$ cat config.mk
export PLATFORM = sky130hd
export DESIGN_NAME = window_alert_cmp
export DESIGN_NICKNAME = d
export VERILOG_FILES = /design/src/rtl/wac_pkg.sv /design/src/rtl/wac_thresh_eval.sv /design/src/rtl/wac_chan_track.sv /design/src/rtl/wac_alert_drive.sv /design/src/rtl/window_alert_cmp.sv
export SDC_FILE = /design/constraint.sdc
export NUM_CORES = 1
export LEC_CHECK = 0
export ABC_CLOCK_PERIOD_IN_PS = 5300
export BUFFER_PORTS_ARGS = -buffer_cell sky130_fd_sc_hd__clkbuf_2
export CORE_AREA = 5 5 108 160
export DETAILED_ROUTE_END_ITERATION = 6
export DIE_AREA = 0 0 113 165
export GPL_TIMING_DRIVEN = 0
export PLACE_DENSITY = 0.59
export SLEW_MARGIN = 20
export SYNTH_ARGS = -nofsm -noshare
export SYNTH_HDL_FRONTEND = slang
export SYNTH_SLANG_ARGS = --single-unit
$ cat constraint.sdc
create_clock -name clk -period 5.3 [get_ports clk]
set_input_delay 0.53 -clock clk [delete_from_list [all_inputs] [get_ports clk]]
set_output_delay 0.53 -clock clk [all_outputs]
set_load 0.02 [all_outputs]
$ cat src/rtl/wac_pkg.sv
package wac_pkg;
  // Number of flags kept for each channel and their slot within a channel.
  localparam int FLAGS_PER_CH = 2;
  localparam int SLOT_HI      = 0;
  localparam int SLOT_LO      = 1;

  // Qualification result of one conversion against one channel's window.
  typedef struct packed {
    logic hi;
    logic lo;
  } wac_qual_t;
endpackage

$ cat src/rtl/wac_thresh_eval.sv
module wac_thresh_eval
  import wac_pkg::*;
#(
  parameter int DATA_W = 12
) (
  input  logic [DATA_W-1:0] code,
  input  logic [DATA_W-1:0] hi_thr,
  input  logic [DATA_W-1:0] lo_thr,
  input  logic [DATA_W-1:0] hyst,
  input  logic              hi_held,
  input  logic              lo_held,
  output wac_qual_t         qual
);
  localparam logic [DATA_W-1:0] CODE_MAX = '1;

  logic [DATA_W-1:0] hi_release;
  logic [DATA_W:0]   lo_sum;
  logic [DATA_W-1:0] lo_release;

  // Release bounds saturate at the ends of the code range.
  always_comb begin
    hi_release = (hi_thr >= hyst) ? (hi_thr - hyst) : '0;
    lo_sum     = {1'b0, lo_thr} + {1'b0, hyst};
    lo_release = lo_sum[DATA_W] ? CODE_MAX : lo_sum[DATA_W-1:0];
  end

  always_comb begin
    qual.hi = (code > hi_thr) || (hi_held && (code >= hi_release));
    qual.lo = (code < lo_thr) || (lo_held && (code <= lo_release));
  end
endmodule

$ cat src/rtl/wac_chan_track.sv
module wac_chan_track
  import wac_pkg::*;
#(
  parameter int CNT_W = 4
) (
  input  logic             clk,
  input  logic             rst,
  input  logic             hit,
  input  wac_qual_t        qual,
  input  logic [CNT_W-1:0] evt_cfg,
  input  logic             clr_hi,
  input  logic             clr_lo,
  output logic             hi_held,
  output logic             lo_held,
  output logic             flag_hi,
  output logic             flag_lo,
  output logic             flag_hi_nxt,
  output logic             flag_lo_nxt
);
  logic [CNT_W-1:0] cnt;
  logic             in_window;
  logic             reached;
  logic             raise_hi;
  logic             raise_lo;

  always_comb begin
    in_window   = !qual.hi && !qual.lo;
    reached     = (cnt >= evt_cfg);
    raise_hi    = hit && qual.hi && reached;
    raise_lo    = hit && qual.lo && reached;
    flag_hi_nxt = raise_hi || (flag_hi && !clr_hi);
    flag_lo_nxt = raise_lo || (flag_lo && !clr_lo);
  end

  always_ff @(posedge clk) begin
    if (rst) begin
      cnt     <= '0;
      hi_held <= 1'b0;
      lo_held <= 1'b0;
    end else if (hit) begin
      hi_held <= qual.hi;
      lo_held <= qual.lo;
      if (in_window) begin
        cnt <= '0;
      end else if (!reached) begin
        cnt <= cnt + 1'b1;
      end
    end
  end

  always_ff @(posedge clk) begin
    if (rst) begin
      flag_hi <= 1'b0;
      flag_lo <= 1'b0;
    end else begin
      flag_hi <= flag_hi_nxt;
      flag_lo <= flag_lo_nxt;
    end
  end

  // an in-window result empties the counter
  a_r7_window_resets_count: assert property (@(posedge clk) disable iff (rst)
    (hit && !qual.hi && !qual.lo) |=> (cnt == '0));

  // counter and held state move only on this channel's results
  a_r8_idle_channel_stable: assert property (@(posedge clk) disable iff (rst)
    !hit |=> ($stable(cnt) && $stable(hi_held) && $stable(lo_held)));

  // a set flag survives any cycle without its clear
  a_r9_flag_sticky: assert property (@(posedge clk) disable iff (rst)
    (flag_hi && !clr_hi) |=> flag_hi);

  // a flag can only rise on a qualifying result of this channel
  a_r6_rise_needs_result: assert property (@(posedge clk) disable iff (rst)
    (!flag_lo && !(hit && qual.lo)) |=> !flag_lo);
endmodule

$ cat src/rtl/wac_alert_drive.sv
module wac_alert_drive #(
  parameter int N_FLAGS = 4
) (
  input  logic               clk,
  input  logic               rst,
  input  logic [N_FLAGS-1:0] flags_nxt,
  input  logic [N_FLAGS-1:0] enable,
  output logic               alert_n
);
  always_ff @(posedge clk) begin
    if (rst) begin
      alert_n <= 1'b1;
    end else begin
      alert_n <= ~(|(flags_nxt & enable));
    end
  end
endmodule

$ cat src/rtl/window_alert_cmp.sv
module window_alert_cmp
  import wac_pkg::*;
#(
  parameter int NUM_CH = 2,
  parameter int DATA_W = 12,
  parameter int CNT_W  = 4,
  localparam int CH_W    = (NUM_CH > 1) ? $clog2(NUM_CH) : 1,
  localparam int N_FLAGS = FLAGS_PER_CH * NUM_CH
) (
  input  logic                     clk,
  input  logic                     rst,
  input  logic                     res_valid,
  input  logic [CH_W-1:0]          res_ch,
  input  logic [DATA_W-1:0]        res_code,
  input  logic [NUM_CH*DATA_W-1:0] cfg_hi_thr,
  input  logic [NUM_CH*DATA_W-1:0] cfg_lo_thr,
  input  logic [NUM_CH*DATA_W-1:0] cfg_hyst,
  input  logic [NUM_CH*CNT_W-1:0]  cfg_evt_cnt,
  input  logic [N_FLAGS-1:0]       cfg_alert_en,
  input  logic                     clr_valid,
  input  logic [N_FLAGS-1:0]       clr_mask,
  output logic                     alert_n,
  output logic [N_FLAGS-1:0]       alert_flags
);
  logic [N_FLAGS-1:0] flags_nxt;

  for (genvar c = 0; c < NUM_CH; c++) begin : g_ch
    wac_qual_t qual;
    logic      hit;
    logic      hi_held;
    logic      lo_held;

    assign hit = res_valid && (res_ch == CH_W'(c));

    wac_thresh_eval #(.DATA_W(DATA_W)) u_eval (
      .code    (res_code),
      .hi_thr  (cfg_hi_thr[c*DATA_W +: DATA_W]),
      .lo_thr  (cfg_lo_thr[c*DATA_W +: DATA_W]),
      .hyst    (cfg_hyst[c*DATA_W +: DATA_W]),
      .hi_held (hi_held),
      .lo_held (lo_held),
      .qual    (qual)
    );

    wac_chan_track #(.CNT_W(CNT_W)) u_track (
      .clk         (clk),
      .rst         (rst),
      .hit         (hit),
      .qual        (qual),
      .evt_cfg     (cfg_evt_cnt[c*CNT_W +: CNT_W]),
      .clr_hi      (clr_valid && clr_mask[FLAGS_PER_CH*c + SLOT_HI]),
      .clr_lo      (clr_valid && clr_mask[FLAGS_PER_CH*c + SLOT_LO]),
      .hi_held     (hi_held),
      .lo_held     (lo_held),
      .flag_hi     (alert_flags[FLAGS_PER_CH*c + SLOT_HI]),
      .flag_lo     (alert_flags[FLAGS_PER_CH*c + SLOT_LO]),
      .flag_hi_nxt (flags_nxt[FLAGS_PER_CH*c + SLOT_HI]),
      .flag_lo_nxt (flags_nxt[FLAGS_PER_CH*c + SLOT_LO])
    );
  end

  wac_alert_drive #(.N_FLAGS(N_FLAGS)) u_drive (
    .clk       (clk),
    .rst       (rst),
    .flags_nxt (flags_nxt),
    .enable    (cfg_alert_en),
    .alert_n   (alert_n)
  );

  // the pin is only low while some flag is held
  a_r10_pin_needs_flag: assert property (@(posedge clk) disable iff (rst)
    !alert_n |-> (|alert_flags));

  // with no clear pending and no result, the flags do not move
  a_r9_flags_hold_when_quiet: assert property (@(posedge clk) disable iff (rst)
    (!res_valid && !clr_valid) |=> $stable(alert_flags));

  // reset leaves the pin released and the flags empty
  a_r1_reset_state: assert property (@(posedge clk)
    rst |=> (alert_n && (alert_flags == '0)));
endmodule

==> results_dict.tcl <==
set metrics [dict create \
    clock_sinks 17 \
    h-tree-depth 1 \
    die-width_um 113 \
    postLayoutCoreUtil_pct 40.0 \
    fin_ws_ns 0.581 \
    number_of_enable_type_register_cells_in_the_synthesized_netlist 0 \
    syn_nets 992 \
    cts_made_buffers 3 \
    buffer_ports.inserted 109 \
    synth_area_um2 5380 \
    synth_fa_ha_area_share_pct 36.9 \
    share_seq_of_total_power_pct 15.3 \
    diodes 0 \
    cts.repair_timing.setup_buffer_count 0 \
    post_cts_hold_buffer_count 0 \
    dpl_worst_slack_ns 0.277 \
    fp-row-count 56 \
    wirelength_um 15800 \
    fmaxAchievable_mhz 212 \
    yosys.area.top_type "sky130_fd_sc_hd__ha_1" \
    final-max-slew-violation-count 0 \
    ys_ff_latch 17 \
    fin_nets 1106 \
    synth-seq-area-share_pct 6.33 \
    synth_largest_type_area_fraction_pct 35.4 \
    post_drt_wl_per_cell_um 15.1 \
    layout_cells_sized_above_1_pct 15.6 \
    synthesis.instances 731 \
    post-dp-hpwl_um 13800 \
    synth_simple_gate_area_share_pct 22.5 \
    synthArstFlopShare_pct 0 \
    worst_hold_path_type "flip-flop to flip-flop" \
    grt_setup_unrepaired "false" \
    final_setup_violations 0 \
    post_synth_most_frequent_cells "sky130_fd_sc_hd__ha_1, sky130_fd_sc_hd__inv_1, sky130_fd_sc_hd__nor2_1" \
    initial_utilization_pct 34.4 \
    finalWeightedCongestion 0.844 \
    fin_crit_sh_pct 89.0 \
    ys_dominant_reg_cell "sky130_fd_sc_hd__dfxtp_1" \
    grt.overflow.total 0 \
    data_arrival_time_of_the_worst_path_ns 4.83 \
    cts.reportedPaths.clkPinSlew_ns 0.05 \
    syn_area_per_cell_um2 7.35 \
    power_frac_comb_pct 68.1 \
    worst_setup_path_end_kind "flip-flop" \
    netlist_top_cells_area "sky130_fd_sc_hd__ha_1, sky130_fd_sc_hd__dfxtp_1, sky130_fd_sc_hd__inv_1" \
    core_um2 15600 \
    cts_resized 0 \
    yosys.area_share.xor_xnor_pct 5.54 \
    ios 110 \
    drc 0 \
    synthesis.yosys.warnings 0 \
    synth_compound_area_share_pct 21.2 \
    timing.final.crit_period_ns 4.72 \
    power_leakage_nw 3.29 \
    slew_headroom_pct 49.7 \
    die_area_um2 18600 \
    clock_skew_ns 0.00302 \
    ant_nets_after_route 0 \
    post-layout-total-power_mw 0.907 \
    worst_max_slew_pin_slew_ns 0.736 \
    yosys-mux-area-fraction_pct 0.372 \
    cts_root_buffer "sky130_fd_sc_hd__clkbuf_16" \
    synth_most_common_cell "sky130_fd_sc_hd__ha_1" \
    antenna_found_initial 0 \
    syn2layout_area_growth_pct 16.4 \
    power.share.clock_pct 16.6 \
    vdd_ir_drop_max_mv 0.115 \
    finalHoldViolCount 0 \
    critical_path_peak_fanout 10 \
    clock_path_buffers 2 \
    totalNegativeSetupSlack_ns 0 \
    global_route.usage.total_pct 16.7 \
    cp.required_ns 5.41 \
    power_density_nw_per_um2 145 \
    worst_skew_late_latency_ns 0.25 \
    max_cap_viol_count 0 \
    critical_path.startpoint_type "primary input" \
    wire_length_of_the_first_global_routing_pass_um 25500 \
    number_of_global_route_vias_before_repair 5485 \
    drt_iter0_markers 156 \
    hold_path_depth 2 \
    detail_route.vias_per_cell 5.24 \
    power_report.internal_total_mw 0.507 \
    synthDistinctLibCells 54 \
    die_height_um 165 \
    detailroute.via_count 5483 \
    grt_start_max_net_pins 11 \
    dr.pass1.iters 4 \
    critical_path_class "primary input to flip-flop" \
    worst_reg_to_reg_setup_slack_ns 3.35 \
    cts_tree "built" \
    switching_power_mw 0.399 \
    worst_r2r_path_depth 9 \
    main_combinational_cell_family_by_area_after_synthesis "adder cells" \
    p_sw_share_pct 44.1 \
    run_status "finished, final reports clean" \
]
==> cells in the final DEF (no fill, tap or decap), types with 6 or more instances in the layout <==
master / Yosys / routed
sky130_fd_sc_hd__nor3_1: 26 / 26
sky130_fd_sc_hd__clkbuf_2: 0 / 109
sky130_fd_sc_hd__a21o_1: 21 / 21
sky130_fd_sc_hd__or2_2: 6 / 6
sky130_fd_sc_hd__xnor2_1: 19 / 19
sky130_fd_sc_hd__nand3_1: 26 / 26
sky130_fd_sc_hd__inv_1: 85 / 85
sky130_fd_sc_hd__ha_1: 152 / 152
sky130_fd_sc_hd__nand2_1: 52 / 52
sky130_fd_sc_hd__a211oi_1: 9 / 9
sky130_fd_sc_hd__a21oi_1: 63 / 63
sky130_fd_sc_hd__dfxtp_1: 17 / 17
sky130_fd_sc_hd__nand4_1: 24 / 24
sky130_fd_sc_hd__nor2_1: 64 / 64
sky130_fd_sc_hd__nor2b_1: 21 / 21
sky130_fd_sc_hd__xor2_1: 15 / 15
sky130_fd_sc_hd__o21ai_0: 32 / 32
sky130_fd_sc_hd__o211ai_1: 8 / 8
sky130_fd_sc_hd__nand2b_1: 11 / 11
sky130_fd_sc_hd__o21a_1: 7 / 7
==> flip-flops by register name (all words and copies together), names as in the netlist <==
register and flops:
g_ch.u_track.cnt 8, g_ch.u_track.flag_hi 2, g_ch.u_track.flag_lo 2, g_ch.u_track.hi_held 2, g_ch.u_track.lo_held 2, u_drive.alert_n 1
==> area by class of cell <==
class	instances	area, µm²
Fill cell	1727	9370
Multi-Input combinational cell	618	4650
Timing Repair Buffer	109	546
Sequential cell	17	340
Inverter	85	319
Tap cell	203	254
Clock buffer	3	75.1
Buffer	11	67.6
Clock inverter	1	5.00
==> routing by layer <==
metal / routed length [µm] / share of wire, % / GRT usage, %
met5: 0 / 0 / 0
met4: 490 / 3.1 / 4.81
met3: 596 / 3.8 / 1.32
met2: 8420 / 53 / 33.3
met1: 6330 / 40 / 18.4
==> final timing paths <==
kind,start,to
worst max-delay path,cfg_hi_thr[12],g_ch[1].u_track.cnt[2]$_SDFFE_PP0P_
worst min-delay path,g_ch[0].u_track.cnt[3]$_SDFFE_PP0P_,g_ch[0].u_track.cnt[3]$_SDFFE_PP0P_
worst max register to register,g_ch[1].u_track.cnt[0]$_SDFFE_PP0P_,g_ch[1].u_track.cnt[2]$_SDFFE_PP0P_
worst min register to register,g_ch[0].u_track.cnt[3]$_SDFFE_PP0P_,g_ch[0].u_track.cnt[3]$_SDFFE_PP0P_
==> through the flow <==
stage / instances / instance area, µm² / hold slack, ns
final: 1047 / 6250 / 0.525
after global routing: 1047 / 6250 / 0.560
after CTS: 1047 / 6250 / 0.534
after detailed placement: 1043 / 6170 / 0.516
after global placement: 1043 / 6170 / 0.510
after floorplan: 731 / 5380 / 0.470
==> power groups by stage <==
stage / combinational (mW) / clock [mW] / sequential, mW
floorplan: 0.438 / 0 / 0.139
global placement: 0.614 / 0 / 0.141
detailed placement: 0.622 / 0 / 0.141
CTS: 0.625 / 0.154 / 0.139
global route: 0.713 / 0.160 / 0.139
finish: 0.618 / 0.151 / 0.138
==> logic make-up (layout without fill, tap and decap cells) <==
group                      after synthesis  in the layout
DFF                                     17             17
xor gates and xnor gates                34             34
buffers and inverters                   96            209
and+or+nand+nor                        248            248
adders and majority gates              156            156
muxes                                    2              2
AOI/OAI and AO/OA                      178            178
==> worst max-delay path, stage by stage <==
cell	delay (ns)
sky130_fd_sc_hd__clkbuf_2	0.09
sky130_fd_sc_hd__inv_1	0.04
sky130_fd_sc_hd__ha_1	0.22
sky130_fd_sc_hd__fa_1	0.41
sky130_fd_sc_hd__nor2b_1	0.12
sky130_fd_sc_hd__o21ai_0	0.11
sky130_fd_sc_hd__a21o_1	0.19
sky130_fd_sc_hd__a21oi_1	0.28
sky130_fd_sc_hd__a41oi_1	0.20
sky130_fd_sc_hd__a21oi_1	0.29
sky130_fd_sc_hd__buf_2	0.27
sky130_fd_sc_hd__nand2_1	0.08
sky130_fd_sc_hd__ha_1	0.29
sky130_fd_sc_hd__a211oi_1	0.26
sky130_fd_sc_hd__o21ai_0	0.13
sky130_fd_sc_hd__a21oi_1	0.16
sky130_fd_sc_hd__o21ai_0	0.12
sky130_fd_sc_hd__a22oi_1	0.44
sky130_fd_sc_hd__nor3b_1	0.49
sky130_fd_sc_hd__nor3_1	0.10
No activity file was read; power rests on OpenSTA's default activity.
